## config.mk

```make
export PLATFORM = sky130hd
export DESIGN_NAME = dma_bus_master
export DESIGN_NICKNAME = d
export VERILOG_FILES = /design/src/rtl/dma_bm_pkg.sv /design/src/rtl/dma_bm_sync.sv /design/src/rtl/dma_bm_fsm.sv /design/src/rtl/dma_bm_datapath.sv /design/src/rtl/dma_bus_master.sv
export SDC_FILE = /design/constraint.sdc
export NUM_CORES = 1
export LEC_CHECK = 0
export ABC_AREA = 1
export BUFFER_PORTS_ARGS = -buffer_cell sky130_fd_sc_hd__buf_2
export CORE_AREA = 2 2 73 82
export CTS_CLUSTER_DIAMETER = 150
export CTS_CLUSTER_SIZE = 28
export DETAILED_ROUTE_END_ITERATION = 10
export DIE_AREA = 0 0 75 84
export GPL_TIMING_DRIVEN = 0
export PLACE_DENSITY = 0.71
export RECOVER_POWER = 25
export SLEW_MARGIN = 20
export SYNTH_ARGS = -nofsm -noshare
export SYNTH_HDL_FRONTEND = slang
export SYNTH_SLANG_ARGS = --single-unit
```

## constraint.sdc

```tcl
create_clock -name clk -period 1.3 [get_ports clk]
set_input_delay 0.065 -clock clk [delete_from_list [all_inputs] [get_ports clk]]
set_output_delay 0.065 -clock clk [all_outputs]
set_load 0.01 [all_outputs]
```

## src/rtl/dma_bm_pkg.sv

```systemverilog
package dma_bm_pkg;
  typedef enum logic [2:0] {
    S_IDLE, S_REQ, S_SYNC, S_T1, S_T2, S_TW, S_T3, S_GAP
  } bm_state_e;
endpackage

```

## src/rtl/dma_bm_sync.sv

```systemverilog
module dma_bm_sync #(
  parameter int STAGES = 2
) (
  input  logic clk,
  input  logic rst,
  input  logic d,
  output logic q
);
  logic [STAGES-1:0] chain;

  always_ff @(posedge clk or posedge rst) begin
    if (rst) chain <= '0;
    else     chain <= {chain[STAGES-2:0], d};
  end

  assign q = chain[STAGES-1];
endmodule

```

## src/rtl/dma_bm_fsm.sv

```systemverilog
module dma_bm_fsm
  import dma_bm_pkg::*;
#(
  parameter int EN_DLY       = 2,
  parameter int HOLD_LOW_MIN = 2,
  parameter int CNT_W        = 2
) (
  input  logic clk,
  input  logic rst,
  input  logic req_valid,
  input  logic ack_s,
  input  logic mem_ready,
  output logic req_ready,
  output logic accept,
  output logic hold_req,
  output logic bus_oe,
  output logic ale,
  output logic strobe,
  output logic capture,
  output logic rsp_valid
);
  localparam logic [CNT_W-1:0] EN_LAST  = CNT_W'(EN_DLY - 1);
  localparam logic [CNT_W-1:0] GAP_LAST = CNT_W'(HOLD_LOW_MIN - 1);

  bm_state_e state, nxt;
  logic [CNT_W-1:0] cnt;

  always_comb begin
    nxt = state;
    unique case (state)
      S_IDLE:     if (req_valid) nxt = S_REQ;
      S_REQ:      if (ack_s) nxt = S_SYNC;
      S_SYNC:     if (cnt == EN_LAST) nxt = S_T1;
      S_T1:       nxt = S_T2;
      S_T2, S_TW: nxt = mem_ready ? S_T3 : S_TW;
      S_T3:       nxt = S_GAP;
      S_GAP:      if (cnt == GAP_LAST) nxt = S_IDLE;
      default:    nxt = S_IDLE;
    endcase
  end

  always_ff @(posedge clk or posedge rst) begin
    if (rst) begin
      state <= S_IDLE;
      cnt   <= '0;
    end else begin
      state <= nxt;
      if (nxt != state)                          cnt <= '0;
      else if (state == S_SYNC || state == S_GAP) cnt <= cnt + 1'b1;
    end
  end

  assign req_ready = (state == S_IDLE);
  assign accept    = req_ready && req_valid;
  assign hold_req  = (state == S_REQ) || (state == S_SYNC) || bus_oe;
  assign bus_oe    = (state == S_T1) || strobe || (state == S_T3);
  assign ale       = (state == S_T1);
  assign strobe    = (state == S_T2) || (state == S_TW);
  assign capture   = strobe && mem_ready;
  assign rsp_valid = (state == S_T3);
endmodule

```

## src/rtl/dma_bm_datapath.sv

```systemverilog
module dma_bm_datapath #(
  parameter int ADDR_W = 24,
  parameter int DATA_W = 8
) (
  input  logic                     clk,
  input  logic                     rst,
  input  logic                     accept,
  input  logic                     req_write,
  input  logic [ADDR_W-1:0]        req_addr,
  input  logic [DATA_W-1:0]        req_wdata,
  input  logic                     capture,
  input  logic                     bus_oe,
  input  logic                     ale,
  input  logic                     strobe,
  input  logic [DATA_W-1:0]        ad_in,
  output logic                     rd_n,
  output logic                     wr_n,
  output logic [ADDR_W-DATA_W-1:0] addr_lo,
  output logic [DATA_W-1:0]        ad_out,
  output logic                     ad_oe,
  output logic [DATA_W-1:0]        rsp_rdata
);
  localparam int LO_W = ADDR_W - DATA_W;

  logic [ADDR_W-1:0] addr_q;
  logic [DATA_W-1:0] wdat_q;
  logic              wr_q;

  always_ff @(posedge clk or posedge rst) begin
    if (rst) begin
      addr_q    <= '0;
      wdat_q    <= '0;
      wr_q      <= 1'b0;
      rsp_rdata <= '0;
    end else begin
      if (accept) begin
        addr_q <= req_addr;
        wdat_q <= req_wdata;
        wr_q   <= req_write;
      end
      if (capture && !wr_q) rsp_rdata <= ad_in;
    end
  end

  assign rd_n    = !(strobe && !wr_q);
  assign wr_n    = !(strobe && wr_q);
  assign addr_lo = bus_oe ? addr_q[LO_W-1:0] : '0;
  assign ad_out  = !bus_oe ? '0 : (ale ? addr_q[ADDR_W-1:LO_W] : wdat_q);
  assign ad_oe   = bus_oe && (ale || wr_q);
endmodule

```

## src/rtl/dma_bus_master.sv

```systemverilog
module dma_bus_master #(
  parameter int ADDR_W       = 24,
  parameter int DATA_W       = 8,
  parameter int SYNC_STAGES  = 2,
  parameter int EN_DLY       = 2,
  parameter int HOLD_LOW_MIN = 2
) (
  input  logic                     clk,
  input  logic                     rst,
  input  logic                     req_valid,
  output logic                     req_ready,
  input  logic                     req_write,
  input  logic [ADDR_W-1:0]        req_addr,
  input  logic [DATA_W-1:0]        req_wdata,
  output logic                     rsp_valid,
  output logic [DATA_W-1:0]        rsp_rdata,
  output logic                     hold_req,
  input  logic                     hold_ack,
  output logic                     bus_oe,
  output logic                     ale,
  output logic                     rd_n,
  output logic                     wr_n,
  output logic [ADDR_W-DATA_W-1:0] addr_lo,
  output logic [DATA_W-1:0]        ad_out,
  output logic                     ad_oe,
  input  logic [DATA_W-1:0]        ad_in,
  input  logic                     mem_ready
);
  localparam int CNT_MAX = (EN_DLY > HOLD_LOW_MIN) ? EN_DLY : HOLD_LOW_MIN;
  localparam int CNT_W   = $clog2(CNT_MAX + 1);

  logic ack_s, accept, strobe, capture;

  dma_bm_sync #(.STAGES(SYNC_STAGES)) u_sync (
    .clk(clk), .rst(rst), .d(hold_ack), .q(ack_s)
  );

  dma_bm_fsm #(
    .EN_DLY(EN_DLY), .HOLD_LOW_MIN(HOLD_LOW_MIN), .CNT_W(CNT_W)
  ) u_fsm (
    .clk(clk), .rst(rst), .req_valid(req_valid), .ack_s(ack_s),
    .mem_ready(mem_ready), .req_ready(req_ready), .accept(accept),
    .hold_req(hold_req), .bus_oe(bus_oe), .ale(ale), .strobe(strobe),
    .capture(capture), .rsp_valid(rsp_valid)
  );

  dma_bm_datapath #(.ADDR_W(ADDR_W), .DATA_W(DATA_W)) u_dp (
    .clk(clk), .rst(rst), .accept(accept), .req_write(req_write),
    .req_addr(req_addr), .req_wdata(req_wdata), .capture(capture),
    .bus_oe(bus_oe), .ale(ale), .strobe(strobe), .ad_in(ad_in),
    .rd_n(rd_n), .wr_n(wr_n), .addr_lo(addr_lo), .ad_out(ad_out),
    .ad_oe(ad_oe), .rsp_rdata(rsp_rdata)
  );
endmodule

```

==> After elaboration in Yosys (flattened, before gate mapping) <==
Cells that the tools add are included.
Widths: inputs -> output; s select.
{ "totals": {"rom_bits": 0, "ramBits": 0, "memories": 0, "wordCells": 47, "input_bits": 46, "output_inout_bits": 40, "reg_bits": 48, "latchBits": 0} }
{ "op_classes": {"n_eq_ne": 9, "n_bitwise": 0, "shift": 0, "n_mux": 11, "multipliers": 0, "n_lt_le_gt_ge": 0, "div_mod_pow": 0, "add_sub_neg": 1, "n_reduce_logical": 19} }
{ "op_table": {"columns": ["cell", "count"], "rows": [
  ["$pmux 3 s7", 1],
  ["$mux 16", 1],
  ["$mux 8", 2],
  ["$eq 3x3->1 const B", 4],
  ["$mux 3", 4],
  ["$logic_or 1x1->1", 7],
  ["$eq 3x2->1 const B", 2],
  ["$logic_and 1x1->1", 6],
  ["$mux 2", 3],
  ["$eq 3x1->1 const B", 1],
  ["$logic_not 1->1", 3],
  ["$logic_not 3->1", 1],
  ["$ne 3x3->1", 1],
  ["$add 2x1->2 const B", 1],
  ["$eq 2x1->1 const B", 1],
  ["$reduce_bool 2->1", 1],
  ["$reduce_or 2->1", 1]
]} }

==> Logic depth before layout (Yosys ltp) <==
Gate-level depths: netlist of run 1.
{ "logic_depth": {"depth_word": 5, "mapped_depth": 10, "ltp_nobuf": 10} }

==> By module <==
A second synthesis of run 1 with hierarchy kept.
{ "unflattened": {"cells_unflattened": 308, "hier_area_um2": 2329.7} }
{ "by_module_without_submodules": {"columns": ["mod", "seq_area_each_um2", "cells_each", "instances", "area_each_um2"], "rows": [
  ["dma_bm_datapath", 1026.0, 247, 1, 1905.6],
  ["dma_bm_fsm", 125.1, 58, 1, 370.4],
  ["dma_bm_sync", 50.0, 3, 1, 53.8]
]} }

==> Worst setup path before layout of run 1 <==
Ideal clock, no wire load.
{ "synth_path": {"path_type": "reg2reg", "start": "reg u_fsm.state[1]", "end": "reg u_dp.wdat_q[0]", "period_less_slack_ns": 1.398, "arrival_ns": 1.272, "path_slack_ns": -0.098, "required_ns": 1.175, "path_stages_with_launch": 8, "n_path_buf": 2, "setup_time_ns": 0.125, "path_cell_list": "dfrtp_1 -> buf_6 -> nor2_2 -> nand2_2 -> inv_2 -> nand2_2 -> buf_6 -> mux2_4"} }
{ "synth_via": {"elab_chain_cells": 2} }
{ "synth_rtl": {"columns": ["item", "line", "text"], "rows": [
  ["start, declared", "dma_bm_fsm.sv:25", "bm_state_e state, nxt;"],
  ["start signal, assigned", "dma_bm_fsm.sv:47", "state <= nxt;"],
  ["$logic_not 3->1", "dma_bm_fsm.sv:53", "assign req_ready = (state == S_IDLE);"],
  ["named net req_ready", "dma_bus_master.sv:11", "output logic req_ready,"],
  ["$logic_and 1x1->1", "dma_bm_fsm.sv:54", "assign accept = req_ready && req_valid;"],
  ["end signal, assigned", "dma_bm_datapath.sv:38", "wdat_q <= req_wdata;"],
  ["end, declared", "dma_bm_datapath.sv:26", "logic [DATA_W-1:0] wdat_q;"]
]} }
The timed path passes the listed nets, and every way through them passes these cells.
A chain may end at the register's enable or synchronous reset.

==> Final worst setup path of run 1 <==
{ "layout_path": {"start": "reg u_fsm.state[2]", "end": "out addr_lo[10]"} }
{ "layout_via": {"elab_chain_cells": 5, "elab_cells_between_ends": 8, "cone_classes": "4 x eq/ne; 1 x mux; 3 x reduce/logical"} }
{ "layout_rtl": {"columns": ["item", "line", "text"], "rows": [
  ["$eq 3x3->1", "dma_bm_fsm.sv:58", "assign strobe = (state == S_T2) || (state == S_TW);"],
  ["$logic_or 1x1->1", "dma_bm_fsm.sv:58", null],
  ["$logic_or 1x1->1", "dma_bm_fsm.sv:56", "assign bus_oe = (state == S_T1) || strobe || (state == S_T3);"],
  ["$logic_or 1x1->1 (*)", "dma_bm_fsm.sv:56", null],
  ["$mux 16 (*)", "dma_bm_datapath.sv:47", "assign addr_lo = bus_oe ? addr_q[LO_W-1:0] : '0;"],
  ["end, declared", "dma_bus_master.sv:23", "output logic [ADDR_W-DATA_W-1:0] addr_lo,"]
]} }
Every way passes the cells marked *; elsewhere a longest branch is shown, timed or not.

==> flow_results.org, run 1 <==
** Outcome
- Outcome :: finished, violations left
- The final reports fail on negative setup slack.

** Timing
- Total Negative Setup Slacks :: -24,250 ps
- Layout Skew :: 2.38 ps
- The worst pin sits at a relative slew slack of 0.573.
- Least setup slack across all paths after layout :: -491 ps
- Setup repair after global routing could not meet its margin everywhere.
- At the pin with the least slew margin, the transition time is 640 ps.
- Derived from the worst setup path, the maximum achievable clock frequency is 558 MHz.
- Number of failing setup endpoints in the final timing report :: 75
- For the finished layout, the period the worst path requires is roughly 1800 ps.
- The number of pins exceeding their max-slew limit in the final report came to 0.
- Of the available clock period, the critical path in the final layout requires 1.38.
- Final count of hold timing violations :: 0

** Global routing
- Global-route wire length before repair :: about 9500 microns
- Entering global routing, the biggest net connects 29 pins.
- Overall Global Routing Usage :: 0.199
- The via count of the first global-routing pass is 2,028.
- After global routing the overflow that remains totals 0.
- The number of antenna violations at the first check in global routing is 0.

** Die
- Initial cell density of the core :: 0.426
- Measured along the x axis, the die boundary spans between 70 and 80 microns.
- Area of the die :: about 6300 sq um
- IO Pins :: 86
- Count of standard-cell rows :: 29
- Die Y :: 84 microns
- The total area inside the core boundary comes to 5550 sq um.

** Yosys
- Averaged over all synthesized cells, the footprint is 9.42 sq um.
- Compound-cell area share of the yosys netlist :: 0.0894
- Number of library cell types mapped by synthesis :: 25
- The commonest cells after synthesis are dfrtp_1, nor2_1, inv_1.
- Main combinational cell family by area after synthesis :: simple AND/OR/NAND/NOR gates
- The largest total area in the synthesized netlist belongs to dfrtp_1.
- After synthesis, the share of flip-flops with an asynchronous set or reset is 1.00.
- In this run the cell area of the synthesized design comes to 2360 sq um.
- Synthesis inferred between 40 and 50 register bits.
- Area share of the largest cell type after synthesis :: 0.508
- Of the total synthesized cell area, the portion taken by full adders, half adders and majority gates is 0.00529.
- Post-synth top flop :: dfrtp_1
- By area the synthesized netlist is led by dfrtp_1, mux2_4, nor2_1.
- The number of nets in the synthesized netlist is 298.
- Area fraction in and, or, nand and nor cells after synthesis :: 0.180
- Sequential cell area fraction in the yosys report :: 0.508
- The synthesized design contains 0 enable-type register cells.
- Synthesis Warnings :: 0
- Mux share of post-synthesis cell area :: 0.102
- Of the total synthesized cell area, the portion taken by XOR and XNOR cells is 0.00370.
- Syn Inst Count :: 251

** Min path
- The min-delay analysis places its worst path in the category input pin to register.

** Clock tree
- Counting along the longest clock path gives a buffer depth of 2.
- Clock tree from TritonCTS :: yes
- Root buffer selected by CTS :: clkbuf_8
- Counting the buffers created by CTS gives 5.
- The clock drives 48 sinks.
- The H-tree generated during clock tree synthesis spans 2 levels.
- Insertion delay to the later sink of the worst-skew pair :: around 300 ps
- Clock slew seen by the registers of the worst setup and hold paths :: roughly 90 ps

** Detailed routing
- Via count normalized by instance count :: 4.54
- Remaining antenna violation count :: 0
- In the routed design, unresolved DRC markers number 0.
- The pre-antenna-repair detailed-routing pass consisted of 4 iterations.
- For this block, the initial DRC count from the detailed router was 99.
- For this block, the routed nets add up to 6270 microns of wire.
- The detailed router placed 2,108 vias in this run.
- Dividing the detail-routed wire length by the instance count gives 13.5 microns.

** Layout
- Area occupied by multi-input gates :: 1010 sq um
- Once layout is complete, the cells apart from fillers number roughly 460.
- Relative area change from synthesis to final layout :: 53.9%
- Register Area :: 1200 sq um
- With fillers left out, the area of the finished cells amounts to 3640 sq um.
- In the final layout, the share of cells above drive strength 1 is 0.496.
- Counting the fill cells in the layout gives 441.
- Number of inserted diodes :: 0
- At the end of the flow, the number of nets in the layout was 433.

** Worst setup path
- For the worst setup path, the data required time is 1240 ps.
- In this run the worst path has a maximum fanout of 6.
- CP arrival :: 1730 ps
- The setup path with the least slack is of type register to output port.
- Element type at the critical path start :: register
- The worst setup path is captured at an output port.

** Power
- PD cells :: about 2600 nW/um^2
- Power comes to 9.51 mW.
- The analysis attributes to cell leakage a power of between 2 and 2.5 nW.
- IR analysis of the VDD net gives a maximum drop of 1250 uV.

** Place
- Number of port buffers :: 85
- In this run the cell area measured after placement is between 2000 and 3000 sq um.
- The congestion estimate from routability-driven global placement came to 0.829.
- Dpl hpwl :: 3800 microns
- In this run, placement finished with an instance count of 414.

** Job
- Max-cap violations in this run came to 0.
[final cells by class]
type	count	area share
buffer	9	0.0344
clock buffer	6	0.0199
clock inverter	2	0.00963
inverter	48	0.0529
multi-input combinational	146	0.277
sequential	48	0.331
tap	77	0.0265
timing repair buffer	127	0.247
timing repair inverter	1	0.00206
[placed cells by master, fill, tap and decap left out, drive strengths merged]
cell type    instances
ha                   1
nor3                 1
bufbuf               1
clkinv               1
clkinvlp             1
nor2                51
xnor2                1
nand3                6
inv                 48
a21oi               27
buf                114
o21ai               10
bufinv               1
nand4                1
dlygate4sd3         16
dfrtp               48
clkbuf              11
nand3b               2
nand2               30
mux2                16
[flip-flops by register name, indices dropped and copies added (netlist names)]
register	count
u_sync.chain	2
u_fsm.state	3
u_fsm.cnt	2
u_dp.wdat_q	8
u_dp.addr_q	24
u_dp.wr_q	1
u_dp.rsp_rdata	8
[worst max-delay path, stage by stage (launching register included)]
cell     delay (ps)
dfrtp_2         500
inv_4           110
nor2_8           50
nor3_4          210
buf_12          160
buf_8           110
buf_8           120
nor2_1           50
buf_2           130
[metrics by stage]
step	utilization	hold WS (ps)	setup slack [ps]
final	0.656	6.61	-491
after global routing	0.656	-0.0989	-551
after floorplan	-	96.4	-60.6
after detailed placement	0.529	175	-360
after CTS	0.627	2.36	-445
after global placement	0.524	176	-694
[timing repair]
action / CTS / global route
pin swaps: 7 / 4
endpoints found under the hold margin: 37 / 5
buffers inserted: 19 / 7
cloned: 2 / 0
hold buffers: 11 / 5
setup endpoints to repair: 73 / 78
resized for setup: 39 / 25
[cells by family after synthesis]
logic type	after synthesis
compound gates	37
fa+ha+maj	1
buf+inv	57
simple gates	91
xor+xnor	1
flops	48
mux	16
[metal layers]
metal	global-route usage	wire [microns]	vias up
li1	-	-	1042
met3	0.0399	262	8
met1	0.252	2550	995
met4	0.0698	111	0
met2	0.329	3350	63
met5	0	0	-
[path summary, 6_finish.rpt]
kind                                 start         endpoint  slack (ps)  depth (start not counted)
min in group asynchronous              rst   u_dp.wdat_q[5]         400                          3
min reg2reg                u_sync.chain[0]  u_sync.chain[1]         400                          0
max                         u_fsm.state[2]      addr_lo[10]        -490                          8
min                           req_addr[15]  u_dp.addr_q[15]           7                          3
max in group asynchronous              rst  u_dp.addr_q[10]         380                          4
max reg2reg                 u_fsm.state[2]   u_dp.wdat_q[4]        -390                          7
[where the power goes]
part | total, mW | switching (mW) | internal (mW)
Sequential | 2.51 | 0.343 | 2.17
Clock | 1.06 | 0.486 | 0.571
Combinational | 5.94 | 2.98 | 2.96
Power figures use the tool's default switching activity.
==> run 2, diff against run 1 <==
SKIP_LAST_GASP = 1   (was unset)
==> flow_results.org, run 2 (synthesized netlist as in run 1, its figures left out) <==
** Timing
- For the finished layout, the period the worst path requires is 1790 ps.
- Number of failing setup endpoints in the final timing report :: 76
- Setup repair after global routing missed its margin :: yes
- Max_slew headroom :: 0.573
- Final hold analysis gives a worst-case slack of between 6 and 7 ps.
- The number of pins exceeding their max-slew limit in the final report is 0.
- Between clock sinks in the finished design, the worst skew comes to 2.44 ps.
- Final count of hold timing violations :: 0
- Transition at the pin with the smallest max-transition slack :: ~640 ps
- In the finished design, the share of the clock period the worst path needs comes to 1.38.
- Least setup slack across all paths after layout :: -491 ps
- Timing would allow up to 558 MHz.

** Layout
- More flip-flops sit in one register than any other, and that register is u_dp.addr_q.
- Compared with the post-synthesis result, the final layout area differs by 53.9%.
- In the final layout, the registers with the most flip-flops are u_dp.addr_q (24), u_dp.rsp_rdata (8), u_dp.wdat_q (8).
- The count of cells in the finished layout, fillers not included, comes to 464.
- Register Area :: 1200 sq um
- Highest-count cells in the layout ignoring fill and taps :: buf_2, dfrtp_1, inv_1
- Area occupied by multi-input gates :: around 1000 sq um
- Once layout is complete, the utilization of the core stands at 0.656.
- Count of filler cells inserted in the layout :: 441
- Number of inserted diodes :: 0
- Leaving out fill and tap cells, the most frequent cell in the layout is buf_2.
- Number of nets in the finished design :: 433
- Of the cells placed in the final design, the portion with a size suffix greater than 1 is 0.496.
- The register with the most flip-flops in the layout has 24 of them.

** Global routing
- Overall Global Routing Usage :: 0.199
- Overflow left after global routing :: 0
- Largest net degree at the start of global routing :: 29
- For met1 alone, demand over resource in global routing was 0.252.
- met2 is the most crowded layer.
- For met3 alone, demand over resource in global routing was 0.0399.
- The first global-routing pass estimated 9500 microns of wire.
- Number of global-route vias before repair :: just over 2,000
- Global routing met2 resource utilization :: 0.329
- Number of antenna violations at the first check in global routing :: 0

** Clock tree
- Number of H-tree branching levels :: 2
- Clock slew seen by the registers of the worst setup and hold paths :: 90 ps
- The clock reaches the later pin of the worst-skew pair after 300 ps.
- Clock tree sinks :: 48
- Clock tree from TritonCTS :: yes
- In this run, CTS created clock tree buffers numbering 5.
- Clock tree synthesis selected as its root buffer the cell clkbuf_8.
- Buffer levels on the longest clock path :: 2

** Detailed routing
- Detailed Route Iter0 Violations :: 100
- For this block, the routed nets add up to 6280 microns of wire.
- Using the TritonRoute via totals, the vias-per-cell ratio works out to around 4.5.
- In this run the remaining antenna-violating nets after routing total 0.
- The first TritonRoute pass finished after 4 iterations.
- Avg WL per Cell :: 13.5 microns
- Detailed routing inserted a total of 2,106 vias.
- In the routed design, unresolved DRC markers number 0.

** Worst setup path
- FF-to-FF path depth :: 7
- Worst-path cell with the longest stage delay :: dfrtp_2
- Cell mode on critical path :: buf_8
- Cell family contributing the most delay on the critical path :: buffers and inverters
- Crit path cell chain :: inv_4 > nor2_8 > nor3_4 > buf_12 > buf_8 > buf_8 > nor2_1 > buf_2
- The worst setup path is captured at an output port.
- Data on the critical path is required at its endpoint by 1240 ps.
- The largest single stage delay on the critical path is 500 ps.
- Critical path depth in cells :: 8
- Element type at the critical path start :: register
- Data arrives at the worst endpoint at 1730 ps.
- Critical path start-end classification :: register to output port
- Critical-path maximum fanout :: 6
- Together, buffers and inverters on the worst path number 5.

** Die
- IO Pins :: 86
- For this configuration, the core starts out at a cell density of 0.426.
- Count of standard-cell rows :: 29
- The total area inside the core boundary comes to 5550 sq um.
- Floorplan die width :: 75 microns
- The floorplan step defined a die boundary enclosing 6300 sq um.
- Measured along the y axis, the die boundary spans 84 microns.

** Power
- Summed over all cells, the static leakage comes to 2.03 nW.
- Power after layout :: roughly 9.5 mW
- Fraction of power spent switching nets :: 0.401
- Cell internal power was estimated by the tool at roughly 5.7 mW.
- Switch Pwr :: between 3 and 4 mW
- Part of the total power dissipated in combinational logic :: 0.625
- Part of the total power dissipated in the clock network :: 0.111
- Power share of the sequential group :: 0.264
- PD cells :: 2610 nW/um^2
- Largest voltage drop on the vdd net :: 1250 uV

** Min path
- Type of the tightest min-delay check :: input pin to register
- The worst hold path was traced through 3 stages.

** Place
- Prior to clock tree synthesis, the placed netlist has a worst setup slack of -360 ps.
- The congestion estimate from routability-driven global placement came to 0.829.
- Number of placed instances with taps included :: 414
- The wire-length estimate of the detail-placed layout is 3800 microns.
- Number of port buffers :: 85

** Job
- Max capacitance violation total :: 0

** Outcome
- Violations in the final reports :: negative setup slack
- Outcome :: finished, violations left
==> run 2: per-stage QoR <==
stage | TNS [ps] | instance area [sq um]
2_1_floorplan | -843 | 2380
3_3_place_gp | -36330 | 2910
3_5_place_dp | -9980 | 2930
4_1_cts | -20400 | 3480
5_1_grt | -28370 | 3640
6_report | -24360 | 3640
==> run 2: cell type report <==
| cell class | instances | share of cell area |
|---|---|---|
| flip-flops and latches | 48 | 0.331 |
| multi-input cells | 146 | 0.277 |
| repair buffers | 127 | 0.247 |
| inverters | 48 | 0.0529 |
| plain buffers | 9 | 0.0344 |
| well taps | 77 | 0.0265 |
| clock buffers | 6 | 0.0199 |
| clock inverters | 2 | 0.00963 |
| repair inverters | 1 | 0.00206 |
==> run 2: tightest hold or removal path: stages <==
cell	delay, ps
buf_2	70
nor2_1	40
a21oi_2	90
==> run 2: path summary, 6_finish.rpt <==
path / start / end / slack (ps)
worst min register to register: u_sync.chain[0] / u_sync.chain[1] / 400
min in group asynchronous: rst / u_dp.wdat_q[5] / 400
worst min-delay path: req_addr[15] / u_dp.addr_q[15] / 7
worst max register to register: u_fsm.state[2] / u_dp.wdat_q[4] / -390
max in group asynchronous: rst / u_dp.addr_q[10] / 380
worst max-delay path: u_fsm.state[2] / addr_lo[10] / -490
==> run 2: metal layers <==
layer	up-vias	wire (microns)
li1	1041	-
met1	996	2550
met2	61	3350
met3	8	259
met4	0	111
met5	-	0
==> run 2: repair_timing <==
item / 4_1_cts / 5_1_grt
gates cloned: 2 / 0
endpoints found under the setup margin: 73 / 78
resized for setup: 39 / 24
setup buffers: 19 / 7
pin swaps: 7 / 4
hold endpoints to repair: 37 / 5
hold buffers: 11 / 5
==> run 2: power by group through the flow <==
stage                     logic, mW  registers [mW]  clock network, mW
after global placement         4.19            2.49                  0
after detailed placement       4.28            2.51                  0
final                          5.94            2.51               1.06
after floorplan                2.91            2.51                  0
after global routing           6.42            2.58               1.15
after CTS                      5.45            2.49               1.07
==> run 3, diff against run 2 <==
ABC_AREA = unset   (was 1)
CORE_AREA = 2 2 71 80   (was 2 2 73 82)
DIE_AREA = 0 0 73 82   (was 0 0 75 84)
PLACE_DENSITY = 0.86   (was 0.71)
==> flow_results.org, run 3 <==
** Yosys
- The share of synthesized area in the top cell type comes to 0.540.
- After synthesis the netlist holds a flip-flop and latch count of 48.
- Total nets after synthesis :: 224
- Library cell with the largest summed area after synthesis :: dfrtp_1
- By area the synthesized netlist is led by dfrtp_1, mux2_2, nor2b_1.
- Avg Cell Area, Syn :: 12.6 sq um
- The mapped netlist covers 2220 sq um.
- Yosys instantiated no cell more often than dfrtp_1.
- Number of library cell types mapped by synthesis :: 31
- In the synthesized netlist the dominant register cell turns out to be dfrtp_1.
- For this run, the number of Yosys warnings is 0.
- Share of synthesized flip-flops with an asynchronous set or reset :: 1.00
- For this run, the register share of the synthesized area comes to 0.540.
- After technology mapping, the gate count stands at between 150 and 200.
- Ranking of synthesized cells by instance count :: dfrtp_1, mux2_2, nand2_1
- Number of enable-type register cells in the synthesized netlist :: 0

** Timing
- Final count of hold timing violations :: 0
- Number of slew-limit violations in the final report :: 0
- Setup repair after global routing missed its margin :: yes
- Final cycle utilization of the critical path :: 1.32
- Fmax :: 584 MHz
- Measured against its own limit, the worst slew margin works out to 0.537.
- Setup violations remaining at the end of the flow were counted as 77.
- For the final database, setup skew stands at 4.92 ps.
- Transition at the pin with the smallest max-transition slack :: 694 ps
- Setup slack on the critical path of the routed design comes to -412 ps.
- Final Critical Period :: 1710 ps
- Total Negative Setup Slacks :: -25,750 ps

** Detailed routing
- The detailed router finished its first iteration with 99 violations.
- Via count normalized by instance count :: 4.96
- Vias :: about 2,000
- After detailed routing, the number of remaining DRC violations is 0.
- After detailed routing, the average wire length per cell comes to between 15 and 20 microns.
- Final routed wirelength across all metal layers :: roughly 6500 microns
- The count of nets left with antenna violations once routing finished came out at 0.
- Before antenna repair, the detailed router went through 4 iterations.

** Clock tree
- Clock slew seen by the registers of the worst setup and hold paths :: 80 ps
- Root buffer selected by CTS :: clkbuf_8
- Number of buffers created by CTS :: 5
- Clock tree from TritonCTS :: yes
- Buffer levels on the longest clock path :: 2
- The clock tree synthesis step divided the H-tree into 2 levels.
- At the later pin of the worst-skew pair, clock insertion delay measures 290 ps.
- Clock tree sinks :: 48

** Die
- Count of standard-cell rows :: 28
- In this run the standard cell core region covers between 5000 and 6000 sq um.
- IO Pins :: 86
- Initial cell density of the core :: 0.426
- Die Y :: 82 microns
- Floorplan die width :: 73 microns
- The die covers 5990 sq um.

** Worst setup path
- The setup path with the least slack is of type register to register.
- STA puts the critical path data required time at 1480 ps.
- In this run the critical register-to-register path is captured at u_fsm.cnt[0].
- STA classifies the critical path startpoint as a register.
- Critical-path maximum fanout :: 6
- Crit path cell chain :: buf_6 > buf_6 > nor2b_4 > a222oi_1 > buf_4 > mux2i_4 > nor3_2
- The critical path starts at u_fsm.state[1].
- Worst stage delay on the critical path :: ~380 ps
- The setup check on the worst reg-to-reg path leaves a slack of -410 ps.
- The largest individual stage delay along the critical path comes from the cell dfrtp_1.
- Launch point of the worst reg-to-reg path :: u_fsm.state[1]
- Among the stages of the critical path, the cell type that occurs most often is buf_6.
- In this run the worst setup path terminates at u_fsm.cnt[0].
- CP arrival :: 1890 ps
- Counting cells, the worst reg-to-reg path comes to 7.
- Crit. End Element :: register

** Global routing
- The number of antenna violations at the first check in global routing is 0.
- Largest net degree at the start of global routing :: 32
- The via count of the first global-routing pass was 1,976.
- Overall Global Routing Usage :: 0.210
- Global-route wire length before repair :: approximately 9500 microns
- Overflow left after global routing :: 0

** Power
- For this design the ratio of total power to cell area is between 2000 and 2500 nW/um^2.
- Largest voltage drop on the vdd net :: between 1000 and 1500 uV
- Summed over all cells, the static leakage comes to approximately 1.9 nW.

** Layout
- Leaving out fill and tap cells, the most frequent cell in the layout is buf_2.
- The repair_antennas step left the layout with diodes totalling 0.
- From synthesis to final layout, the design area changed by 74.2%.
- Highest-count cells in the layout ignoring fill and taps :: buf_2, dfrtp_1, dlygate4sd3_1
- The register with the most flip-flops in the layout has 24 of them.
- Number of nets in the finished design :: 386
- Fraction of final layout cells sized beyond drive strength 1 :: 0.608
- Largest regs :: u_dp.addr_q (24), u_dp.rsp_rdata (8), u_dp.wdat_q (8)
- Register name with the most flops :: u_dp.addr_q

** Place
- Global placer's final weighted congestion :: 0.794
- Number of port buffers :: 85
- Dpl hpwl :: approximately 3500 microns
- At the placement stage, the worst setup path has a slack of -531 ps.

** Outcome
- Outcome :: finished, violations left
- Violations in the final reports :: negative setup slack

** Min path
- The worst hold path passes through 2 cells.
- The path class of the tightest hold or removal check is input pin to register.
- In this run the most critical hold path is launched from req_addr[3].

** Job
- Across the run, the number of max-cap violations was 0.
run 3: changes by cell type in the layout (fill, tap and decap cells not counted), sizes merged, moves of 3 or more:
cell | previous run | this run
a21oi | 27 | 8
inv | 48 | 6
nor2 | 51 | 3
dlygate4sd3 | 16 | 34
o21ai | 10 | 0
nand3 | 6 | 1
nor2b | 0 | 17
mux2 | 16 | 43
buf | 114 | 120
mux2i | 0 | 3
nand2 | 30 | 21
clkbuf | 11 | 15
run 3: what timing repair did:
item                       CTS  global route
gates cloned                 2             2
gates resized for setup     38            41
hold buffers                30             4
pin swaps                   10            11
hold endpoints to repair    59             4
setup endpoints to repair   76            77
buffers inserted            28             8
run 3: logic make-up after synthesis:
logic type / count (synthesis) / share of synthesized area
DFF: 48 / 0.540
xor gates and xnor gates: 3 / 0.0118
muxes: 46 / 0.231
AOI/OAI and AO/OA: 11 / 0.0309
adders and majority gates: 1 / 0.00562
buffers and inverters: 15 / 0.0456
and+or+nand+nor: 53 / 0.135
run 3: cell type report:
type                            instances  area (sq um)
Buffer                                  7           104
Clock buffer                            6          72.6
Clock inverter                          1          5.00
Fill cell                             348          1340
Inverter                                6          30.0
Multi-Input combinational cell        114          1170
Sequential cell                        48          1200
Tap cell                               60          75.1
Timing Repair Buffer                  156          1210
Timing Repair inverter                  1          6.26
run 3: how the worst min path moves through the flow:
stage                                 end  slack [ps]
after floorplan           u_sync.chain[0]         100
after global placement    u_sync.chain[0]         170
after detailed placement  u_sync.chain[0]         190
after CTS                  u_dp.addr_q[6]         0.2
after global routing       u_dp.addr_q[1]          -2
final                      u_dp.addr_q[3]           7
run 3: report_power, final:
part	switching [mW]	internal, mW
logic	2.44	3.14
registers	0.403	2.21
clock network	0.462	0.367
run 3: worst max-delay path, delay by kind of cell, from the launching register on:
family	cells	cell delay, ps
AO/OA/AOI/OAI	1	320
buffers and inverters	3	460
flip-flops	1	380
multiplexers	1	250
AND/OR/NAND/NOR	2	190
run 3: stage by stage:
step | area, sq um | power (mW) | hold WS, ps | utilization | std cells
2_1_floorplan | 2320 | 5.05 | 96.4 | - | 177
3_3_place_gp | 2820 | 6.11 | 174 | 0.540 | 322
3_5_place_dp | 2850 | 6.25 | 189 | 0.545 | 323
4_1_cts | 3650 | 8.57 | 0.230 | 0.699 | 389
5_1_grt | 3880 | 9.60 | -2.03 | 0.743 | 399
6_report | 3880 | 9.01 | 7.44 | 0.743 | 399
run 3: per-layer routing:
layer,track usage,part of all wire,wire length (microns),up-vias
li1,-,-,-,919
met1,0.242,0.38,2490,981
met2,0.383,0.56,3680,70
met3,0.0503,0.044,290,9
met4,0.0611,0.012,80,0
met5,0,0,0,-
